## src/rtl/scan_pkg.sv

```systemverilog
package scan_pkg;
  typedef enum logic [3:0] {
    ST_TLR, ST_RTI,
    ST_SEL_DR, ST_CAP_DR, ST_SH_DR, ST_EX1_DR, ST_PA_DR, ST_EX2_DR, ST_UPD_DR,
    ST_SEL_IR, ST_CAP_IR, ST_SH_IR, ST_EX1_IR, ST_PA_IR, ST_EX2_IR, ST_UPD_IR
  } tap_state_e;
endpackage

```

## src/rtl/tap_fsm.sv

```systemverilog
module tap_fsm
  import scan_pkg::*;
(
  input  logic       tck,
  input  logic       trst_n,
  input  logic       tms,
  output tap_state_e state,
  output tap_state_e state_nxt
);
  always_comb begin
    unique case (state)
      ST_TLR:    state_nxt = tms ? ST_TLR    : ST_RTI;
      ST_RTI:    state_nxt = tms ? ST_SEL_DR : ST_RTI;
      ST_SEL_DR: state_nxt = tms ? ST_SEL_IR : ST_CAP_DR;
      ST_CAP_DR: state_nxt = tms ? ST_EX1_DR : ST_SH_DR;
      ST_SH_DR:  state_nxt = tms ? ST_EX1_DR : ST_SH_DR;
      ST_EX1_DR: state_nxt = tms ? ST_UPD_DR : ST_PA_DR;
      ST_PA_DR:  state_nxt = tms ? ST_EX2_DR : ST_PA_DR;
      ST_EX2_DR: state_nxt = tms ? ST_UPD_DR : ST_SH_DR;
      ST_UPD_DR: state_nxt = tms ? ST_SEL_DR : ST_RTI;
      ST_SEL_IR: state_nxt = tms ? ST_TLR    : ST_CAP_IR;
      ST_CAP_IR: state_nxt = tms ? ST_EX1_IR : ST_SH_IR;
      ST_SH_IR:  state_nxt = tms ? ST_EX1_IR : ST_SH_IR;
      ST_EX1_IR: state_nxt = tms ? ST_UPD_IR : ST_PA_IR;
      ST_PA_IR:  state_nxt = tms ? ST_EX2_IR : ST_PA_IR;
      ST_EX2_IR: state_nxt = tms ? ST_UPD_IR : ST_SH_IR;
      ST_UPD_IR: state_nxt = tms ? ST_SEL_DR : ST_RTI;
      default:   state_nxt = ST_TLR;
    endcase
  end

  always_ff @(posedge tck or negedge trst_n) begin
    if (!trst_n) state <= ST_TLR;
    else         state <= state_nxt;
  end

  // TMS high holds the controller in Test-Logic-Reset
  a_r5_tlr_hold: assert property (@(posedge tck) disable iff (!trst_n)
    (state == ST_TLR && tms) |=> (state == ST_TLR));
endmodule

```

## src/rtl/scan_regs.sv

```systemverilog
module scan_regs
  import scan_pkg::*;
#(
  parameter int IR_W = 4,
  parameter int DR_W = 8
) (
  input  logic       tck,
  input  logic       trst_n,
  input  tap_state_e state,
  input  logic       tdi,
  output logic       tdo_q,
  output logic       tdo_oe_q
);
  localparam logic [IR_W-1:0] BYPASS_OP = {IR_W{1'b1}};
  localparam logic [IR_W-1:0] CAPT_VAL  = IR_W'(1);

  logic [IR_W-1:0] ir_sr, ir_q;
  logic [DR_W-1:0] dr_sr, dr_q;
  logic            byp_q;
  logic            byp_sel;

  assign byp_sel = (ir_q == BYPASS_OP);

  always_ff @(posedge tck or negedge trst_n) begin
    if (!trst_n) begin
      ir_sr <= '0;
      ir_q  <= BYPASS_OP;
      dr_sr <= '0;
      dr_q  <= '0;
      byp_q <= 1'b0;
    end else begin
      unique case (state)
        ST_TLR:    ir_q  <= BYPASS_OP;
        ST_CAP_IR: ir_sr <= CAPT_VAL;
        ST_SH_IR:  ir_sr <= {tdi, ir_sr[IR_W-1:1]};
        ST_UPD_IR: ir_q  <= ir_sr;
        ST_CAP_DR: if (byp_sel) byp_q <= 1'b0; else dr_sr <= dr_q;
        ST_SH_DR:  if (byp_sel) byp_q <= tdi;  else dr_sr <= {tdi, dr_sr[DR_W-1:1]};
        ST_UPD_DR: if (!byp_sel) dr_q <= dr_sr;
        default: ;
      endcase
    end
  end

  always_ff @(negedge tck or negedge trst_n) begin
    if (!trst_n) begin
      tdo_q    <= 1'b0;
      tdo_oe_q <= 1'b0;
    end else begin
      tdo_oe_q <= (state == ST_SH_IR) || (state == ST_SH_DR);
      if (state == ST_SH_IR)  tdo_q <= ir_sr[0];
      else if (byp_sel)       tdo_q <= byp_q;
      else                    tdo_q <= dr_sr[0];
    end
  end

  // the scan driver is enabled only in a shift state
  a_r9_oe_shift_only: assert property (@(posedge tck) disable iff (!trst_n)
    tdo_oe_q |-> (state == ST_SH_IR || state == ST_SH_DR));
  // capture loads the fixed pattern
  a_r6_ir_capture: assert property (@(posedge tck) disable iff (!trst_n)
    (state == ST_CAP_IR) |=> (ir_sr == CAPT_VAL));
  // Test-Logic-Reset leaves the bypass instruction in place
  a_r6_tlr_bypass: assert property (@(posedge tck) disable iff (!trst_n)
    (state == ST_TLR) |=> byp_sel);
endmodule

```

## src/rtl/pin_owner.sv

```systemverilog
module pin_owner
  import scan_pkg::*;
(
  input  logic       tck,
  input  logic       trst_n,
  input  logic       tms,
  input  logic       tdi,
  input  logic       dedicated_mode,
  input  tap_state_e state_nxt,
  input  logic       scan_tdo,
  input  logic       scan_tdo_oe,
  input  logic       usr_tdo,
  input  logic       usr_tdo_oe,
  output logic       pin_tdo,
  output logic       pin_tdo_oe,
  output logic       user_tck_in,
  output logic       user_tdi_in,
  output logic       owns
);
  logic claim_q;

  always_ff @(posedge tck or negedge trst_n) begin
    if (!trst_n)      claim_q <= 1'b0;
    else if (claim_q) claim_q <= (state_nxt != ST_TLR);
    else              claim_q <= !tms;
  end

  assign owns        = dedicated_mode | claim_q;
  assign pin_tdo     = owns ? scan_tdo    : usr_tdo;
  assign pin_tdo_oe  = owns ? scan_tdo_oe : usr_tdo_oe;
  assign user_tck_in = owns ? 1'b0 : tck;
  assign user_tdi_in = owns ? 1'b0 : tdi;

  // a TMS-low edge claims released pins
  a_r2_claim: assert property (@(posedge tck) disable iff (!trst_n)
    (!dedicated_mode && !claim_q && !tms) |=> claim_q);
endmodule

```

## src/rtl/scan_port_share.sv

```systemverilog
module scan_port_share
  import scan_pkg::*;
#(
  parameter int IR_W = 4,
  parameter int DR_W = 8
) (
  input  logic tck,
  input  logic tms,
  input  logic tdi,
  input  logic trst_n,
  input  logic dedicated_mode,
  input  logic usr_tdo,
  input  logic usr_tdo_oe,
  output logic pin_tdo,
  output logic pin_tdo_oe,
  output logic user_tck_in,
  output logic user_tdi_in,
  output logic scan_owns
);
  tap_state_e state, state_nxt;
  logic       scan_tdo, scan_tdo_oe;
  logic       tap_tdi;

  assign tap_tdi = tdi & scan_owns;

  tap_fsm u_fsm (
    .tck(tck), .trst_n(trst_n), .tms(tms),
    .state(state), .state_nxt(state_nxt)
  );

  scan_regs #(.IR_W(IR_W), .DR_W(DR_W)) u_regs (
    .tck(tck), .trst_n(trst_n), .state(state), .tdi(tap_tdi),
    .tdo_q(scan_tdo), .tdo_oe_q(scan_tdo_oe)
  );

  pin_owner u_own (
    .tck(tck), .trst_n(trst_n), .tms(tms), .tdi(tdi),
    .dedicated_mode(dedicated_mode), .state_nxt(state_nxt),
    .scan_tdo(scan_tdo), .scan_tdo_oe(scan_tdo_oe),
    .usr_tdo(usr_tdo), .usr_tdo_oe(usr_tdo_oe),
    .pin_tdo(pin_tdo), .pin_tdo_oe(pin_tdo_oe),
    .user_tck_in(user_tck_in), .user_tdi_in(user_tdi_in),
    .owns(scan_owns)
  );

  // in flexible mode the pins are free whenever the TAP rests in reset
  a_r3_release_in_tlr: assert property (@(posedge tck) disable iff (!trst_n)
    (state == ST_TLR && !dedicated_mode) |-> !scan_owns);
  // dedicated mode never gives the pins away
  a_r1_dedicated_owns: assert property (@(posedge tck) disable iff (!trst_n)
    dedicated_mode |-> scan_owns);
endmodule

```

## config.mk

```make
export PLATFORM = sky130hd
export DESIGN_NAME = scan_port_share
export DESIGN_NICKNAME = d
export VERILOG_FILES = /design/src/rtl/scan_pkg.sv /design/src/rtl/tap_fsm.sv /design/src/rtl/scan_regs.sv /design/src/rtl/pin_owner.sv /design/src/rtl/scan_port_share.sv
export SDC_FILE = /design/constraint.sdc
export NUM_CORES = 1
export LEC_CHECK = 0
export ABC_AREA = 1
export BUFFER_PORTS_ARGS = -buffer_cell sky130_fd_sc_hd__buf_2
export CAP_MARGIN = 20
export CORE_MARGIN = 2
export CORE_UTILIZATION = 40
export DETAILED_ROUTE_END_ITERATION = 10
export GPL_ROUTABILITY_DRIVEN = 0
export PLACE_DENSITY = 0.64
export SYNTH_ARGS = -nofsm -noshare
export SYNTH_HDL_FRONTEND = slang
export SYNTH_SLANG_ARGS = --single-unit
```

## constraint.sdc

```tcl
create_clock -name tck -period 1.25 [get_ports tck]
set_input_delay 0 -clock tck [delete_from_list [all_inputs] [get_ports tck]]
set_output_delay 0 -clock tck [all_outputs]
set_load 0.1 [all_outputs]
```

After elaboration in Yosys (flattened, before gate mapping)
Index checks and enable logic that the tools add are counted.
{"block": "totals", "input_bits": 7, "out_inout_bits": 5, "ff_bits": 32}
{"block": "op_classes", "reduce_logical": 13, "n_mux": 28, "n_eq_ne": 20, "bitwise_logic": 3}
{"op": "case mux 4 bit (12 select lines)", "n": 1}
{"op": "equality test 4 bit, second input constant", "n": 9}
{"op": "equality test 4 x 3 -> 1 bit, second input constant", "n": 4}
{"op": "two-way mux 4 bit", "n": 4}
{"op": "two-way mux 8 bit", "n": 2}
{"op": "case mux 4 bit (2 select lines)", "n": 2}
{"op": "case mux 8 bit (2 select lines)", "n": 1}
{"op": "two-way mux 1 bit", "n": 12}
{"op": "equality test 4 x 2 -> 1 bit, second input constant", "n": 2}
{"op": "two-way mux 2 bit", "n": 3}
{"op": "two-way mux 3 bit", "n": 2}
{"op": "AND reduction 3 bit", "n": 2}
{"op": "nonzero test 2 bit", "n": 3}
{"op": "equality test 4 x 1 -> 1 bit, second input constant", "n": 1}
{"op": "zero test 4 bit", "n": 1}
{"op": "inequality test 2 x 1 -> 1 bit, second input constant", "n": 2}
{"op": "inequality test 2 bit, second input constant", "n": 2}
{"op": "nonzero test 4 bit", "n": 1}
{"op": "OR reduction 2 bit", "n": 2}
{"op": "OR reduction 3 bit", "n": 1}
{"op": "case mux 1 bit (2 select lines)", "n": 1}
{"op": "AND reduction 2 bit", "n": 1}
{"op": "bitwise AND 1 bit", "n": 1}
{"op": "zero test 1 bit", "n": 1}
{"op": "3 further kinds", "n": 3}

Depth between registers and ports, before layout
Gate-level depths: netlist of run 1.
{"block": "depth", "word_depth": 5, "depth_mapped": 9, "depth_no_buf": 9}

By module
From an unflattened synthesis of run 1, not the netlist that was laid out.
{"block": "unflattened", "hier_cells": 246, "hier_area_um2": 1800.5}
{"module": "scan_regs", "n_inst": 1, "area_each_um2": 1337.5, "cells_each": 170}
{"module": "tap_fsm", "n_inst": 1, "area_each_um2": 335.3, "cells_each": 55}
{"module": "pin_owner", "n_inst": 1, "area_each_um2": 120.1, "cells_each": 19}
{"module": "scan_port_share", "n_inst": 1, "area_each_um2": 7.5, "cells_each": 2}

==> impl_metrics.py, run 1 <==
metrics = {
    "synth": {
        "synthFlopType": "dfrtp_1",
        "synthCells": 192,
        "synth_fp_nets": 199,
        "synth_area_mm2": 0.00157,
        "synth_cell_types": 25,
        "synth-edff-count": 0,
        "synthArstFlopShare": 1.00,
        "syn_avg_cell_area_um2": 8.17,
        "synth.yosys.seq_area_share": 0.514,
        "synth_warnings": 0,
        "synth-seq-cells": 32,
    },
    "global_routing": {
        "antenna_found_initial": 0,
        "grt_pass1_vias": 1555,
        "grt_pass1_wl_mm": 7.40,
        "gr-total-overflow": 0,
        "grt_usage": 0.229,
        "grt_max_degree": 25,
    },
    "timing": {
        "skew_ns": 0.0112,
        "setup_slack_ns": -0.369,
        "rsz0062_at_grt": "yes",
        "tightest_slew_ns": 0.307,
        "finalHoldViolCount": 0,
        "drv_slew": 0,
        "setup_violations": 30,
        "max_slew_margin": 0.795,
        "setup_tns_ns": -5.58,
    },
    "setup_path": {
        "required_ns": 1.25,
        "start_kind": "flop",
        "cp_cell_sequence": "nand2_2 > nand2_4 > buf_12",
        "max_stage_delay_ns": 0.41,
        "critPathArrivalTime_ns": 1.62,
        "cp_max_fo": 1,
        "cp-end-kind": "primary output",
        "critPathBufInv": 1,
        "cp_top_family": "flip-flops",
        "path_class": "reg2out",
        "critPathSlowestCell": "dfrtn_1",
    },
    "final_layout": {
        "mostFrequentLayoutCell": "nand2_1",
        "layout-area-overhead-vs-synth_pct": 60.0,
        "nNetsFinal": 261,
        "diodes": 0,
        "drive_above_1_share": 0.482,
        "layout_common_cells": "nand2_1 (32), buf_4 (29), dfrtp_1 (25), inv_1 (16), o21ai_1 (16)",
        "fillerInstances": 271,
    },
    "job": {
        "maxCapViolCount": 0,
    },
    "place": {
        "hpwl_mm": 2.62,
        "portBuffers": 11,
    },
    "cts": {
        "cts_tree": "built",
        "htreeDepth": 2,
        "cts_root_buf": "clkbuf_8",
        "clk_latency_ns": 0.29,
        "clockBufferDepth": 2,
        "numCtsBuffers": 5,
        "clk_pin_slew_ns": 0.07,
    },
    "floorplan": {
        "die_x_um": 66.6,
        "rows": 22,
        "io_pins": 12,
        "fp.coreArea_mm2": 0.00372,
        "dieArea_mm2": 0.00444,
        "fp.dieH_um": 66.6,
        "start_util": 0.422,
    },
    "routing": {
        "drt_iter0_markers": 98,
        "wl_per_cell_um": 14.8,
        "vias_per_cell": 5.02,
        "totalWireLength_mm": 4.48,
        "firstDrtPassIters": 4,
        "drc_errors": 0,
        "antenna_left": 0,
        "num_vias": 1521,
    },
    "pwr": {
        "leakage_nw": 1.18,
        "powerDensity_mw_per_mm2": 2520,
        "ir_drop_mv": 1.42,
        "p_total_mw": 6.32,
    },
    "run_status": {
        "violations": "negative setup slack",
        "status": "finished with violations",
    },
    "worst_hold_path": {
        "hold_path.class": "in2reg",
    },
}
==> layer usage <==
layer | vias up | wire length, um | global-route usage
li1 | 754 | - | -
met1 | 727 | 2030 | 0.292
met2 | 27 | 2190 | 0.356
met3 | 13 | 125 | 0.0591
met4 | 0 | 132 | 0.117
met5 | - | 0 | 0
==> flip-flops by register name, indices dropped and copies added, names as in the netlist <==
name,flops
u_regs.tdo_oe_q,1
u_regs.dr_q,8
u_fsm.state,4
u_own.claim_q,1
u_regs.dr_sr,8
u_regs.tdo_q,1
u_regs.byp_q,1
u_regs.ir_sr,4
u_regs.ir_q,4
==> what timing repair did <==
item                                    in CTS  in global routing
endpoints found under the setup margin      34                 37
gates resized for setup                     57                 28
pin swaps                                   20                 16
hold buffers                                 2                  0
gates cloned                                 1                  0
setup buffers                               13                  4
hold endpoints to repair                    27                  0
==> synth_stat cells, types with 3 or more instances <==
| master | instances | area share |
|---|---|---|
| a21oi_1 | 3 | 0.0096 |
| dfrtp_1 | 26 | 0.42 |
| dfstp_2 | 4 | 0.067 |
| inv_1 | 25 | 0.060 |
| nand2_1 | 52 | 0.12 |
| nand3_1 | 11 | 0.035 |
| nor2_1 | 17 | 0.041 |
| nor2_4 | 3 | 0.022 |
| o211ai_1 | 7 | 0.034 |
| o21ai_0 | 19 | 0.061 |
| o22a_1 | 4 | 0.022 |
==> final cells by class <==
class | instances | area [um2] | share of cell area
Inverter | 25 | 110 | 0.0439
Sequential cell | 32 | 807 | 0.322
Timing Repair Buffer | 57 | 549 | 0.219
Clock inverter | 2 | 21.3 | 0.00848
Multi-Input combinational cell | 131 | 855 | 0.341
Tap cell | 48 | 60.1 | 0.0239
Clock buffer | 8 | 106 | 0.0424
==> report_power, final <==
| part | switching, mW | leakage, nW | internal, mW |
|---|---|---|---|
| combinational | 2.02 | 0.697 | 1.62 |
| sequential | 0.221 | 0.409 | 1.39 |
| clock | 0.488 | 0.0730 | 0.588 |
==> worst paths after layout <==
kind | startpoint | end | slack (ns) | cells past startpoint
min reg2reg | u_regs.dr_q[0] | u_regs.dr_q[0] | 0.50 | 2
max in group asynchronous | trst_n | u_regs.tdo_oe_q | 0.47 | 2
max reg2reg | u_regs.ir_q[1] | u_regs.tdo_q | -0.36 | 3
min in group asynchronous | trst_n | u_fsm.state[3] | 0.08 | 2
min | tms | u_fsm.state[3] | 0.06 | 3
max | u_regs.tdo_q | pin_tdo | -0.37 | 3
==> cells by family after synthesis <==
family / Yosys count / synth area share
DFF: 32 / 0.514
and+or+nand+nor: 89 / 0.244
AOI/OAI and AO/OA: 41 / 0.160
buffers and inverters: 30 / 0.0822
==> per-stage QoR <==
stage,instance area (um2),std cells,setup slack [ns],util,hold slack (ns)
5_1_grt,2510,303,-0.442,0.675,0.0558
4_1_cts,2410,300,-0.375,0.648,0.0273
3_3_place_gp,2030,279,-0.342,0.546,-0.147
2_1_floorplan,1640,192,-0.479,-,-0.296
6_report,2510,303,-0.369,0.675,0.0631
3_5_place_dp,2030,279,-0.354,0.546,-0.148
==> worst register-to-register path, delay by kind of cell, from the launching register on <==
family             cells  cell delay (ns)
DFF                    1             0.54
and+or+nand+nor        2             0.22
AOI/OAI and AO/OA      1             0.08
(Power assumes the default switching activity.)
==> inputs of run 2 (changes only) <==
CTS_CLUSTER_SIZE = 25   (was default)
HOLD_SLACK_MARGIN = 0.08   (was default)
==> run 2 against run 1 <==
  * The run still ends with negative setup slack left
  * Sequential share of layout area shrank 0.43 points
  * Routed wire length rose by 2.1%
  * Utilization rose by 0.91 points
  * Combinational power about the same
  * Clock power hardly changed
  * Worst setup slack better by 0.00083 ns
  * Sequential power is essentially flat
  * Via count up 1.3%
  * First-iteration DRC count grew 9.2%
  * Clock skew about the same
  * Largest cell class unchanged
==> impl_metrics.py, run 2 (synthesis gave the netlist of run 1 again) <==
metrics = {
    "floorplan": {
        "start_util": 0.422,
        "dieArea_mm2": 0.00444,
        "fp.dieH_um": 66.6,
        "io_pins": 12,
        "die_x_um": 66.6,
        "fp.coreArea_mm2": 0.00372,
        "rows": 22,
    },
    "timing": {
        "drv_slew": 0,
        "rsz0062_at_grt": "yes",
        "fin_hold_ws_ns": 0.222,
        "setup_slack_ns": -0.368,
        "skew_ns": 0.0110,
        "setup_violations": 26,
        "max_slew_margin": 0.796,
        "finalHoldViolCount": 0,
        "tightest_slew_ns": 0.306,
        "setup_tns_ns": -5.37,
    },
    "job": {
        "maxCapViolCount": 0,
    },
    "setup_path": {
        "path_class": "reg2out",
        "start_kind": "flop",
        "cp_max_fo": 1,
        "reg2reg_slack_ns": -0.36,
        "critPathArrivalTime_ns": 1.62,
        "cp-end-kind": "primary output",
        "required_ns": 1.25,
    },
    "worst_hold_path": {
        "hold_path.class": "in2reg",
    },
    "routing": {
        "drt_iter0_markers": 107,
        "firstDrtPassIters": 4,
        "antenna_left": 0,
        "drc_errors": 0,
        "num_vias": 1541,
        "totalWireLength_mm": 4.57,
        "wl_per_cell_um": 14.9,
        "vias_per_cell": 5.04,
    },
    "place": {
        "post-place-cells": 279,
        "hpwl_mm": 2.62,
        "placed_area_mm2": 0.00203,
        "portBuffers": 11,
        "dp_slack_ns": -0.354,
    },
    "global_routing": {
        "gr-total-overflow": 0,
        "grt_pass1_vias": 1584,
        "grt_usage": 0.232,
        "antenna_found_initial": 0,
        "grt_max_degree": 25,
        "grt_pass1_wl_mm": 7.51,
    },
    "run_status": {
        "status": "finished with violations",
        "violations": "negative setup slack",
    },
    "cts": {
        "clk_latency_ns": 0.29,
        "cts_root_buf": "clkbuf_8",
        "clockBufferDepth": 2,
        "numCtsBuffers": 5,
        "htreeDepth": 2,
        "cts_tree": "built",
        "clk_pin_slew_ns": 0.07,
    },
    "pwr": {
        "ir_drop_mv": 1.42,
        "leakage_nw": 1.19,
        "powerDensity_mw_per_mm2": 2500,
        "p_total_mw": 6.35,
    },
    "final_layout": {
        "stdcell_count": 306,
        "layout-area-overhead-vs-synth_pct": 62.2,
        "finalInstanceArea_mm2": 0.00254,
        "layout_common_cells": "nand2_1 (32), buf_4 (29), dfrtp_1 (25), inv_1 (16), o21ai_1 (15)",
        "drive_above_1_share": 0.481,
        "mostFrequentLayoutCell": "nand2_1",
        "nNetsFinal": 264,
        "reg_top3": "u_regs.dr_q: 8 flops, u_regs.dr_sr: 8 flops",
        "fin_util": 0.684,
        "diodes": 0,
    },
}
-- run 2: metal layers --
metal  GRT usage  routed length [um]  up-vias
met5           0                   0        -
met4       0.117                  87        0
met3      0.0591                 157        9
met2       0.361                2230       35
met1       0.298                2090      738
li1            -                   -      759
-- run 2: final timing paths --
path | from | endpoint | depth (start not counted)
min in group asynchronous | trst_n | u_fsm.state[1] | 3
min | dedicated_mode | u_regs.ir_sr[3] | 4
max | u_regs.tdo_oe_q | pin_tdo_oe | 3
max reg2reg | u_regs.ir_q[1] | u_regs.tdo_q | 3
min reg2reg | u_regs.dr_q[0] | u_regs.dr_q[0] | 2
max in group asynchronous | trst_n | u_fsm.state[2] | 3
-- run 2: where the power goes --
group          internal [mW]  total (mW)  leakage (nW)  switching [mW]
Clock                  0.588        1.07        0.0730           0.486
Sequential              1.39        1.61         0.409           0.220
Combinational           1.63        3.67         0.711            2.04
-- run 2: area by class of cell --
type                    instances  area [um2]
flip-flops and latches         32         807
clock buffers                   8         106
fillers                       272        1170
clock inverters                 2        21.3
multi-input cells             131         858
inverters                      25         110
repair buffers                 60         579
well taps                      48        60.1
-- run 2: what timing repair did --
action	in CTS	in global routing
resized for setup	57	29
hold buffers	5	0
setup endpoints to repair	34	37
cloned	1	0
buffers inserted	13	4
hold endpoints to repair	31	0
pin swaps	20	17
-- run 2: critical path, cell delays in order (launching register included) --
cell and delay [ns]:
dfrtn_1 0.40, nand2_2 0.07, nand2_4 0.06, buf_12 0.17
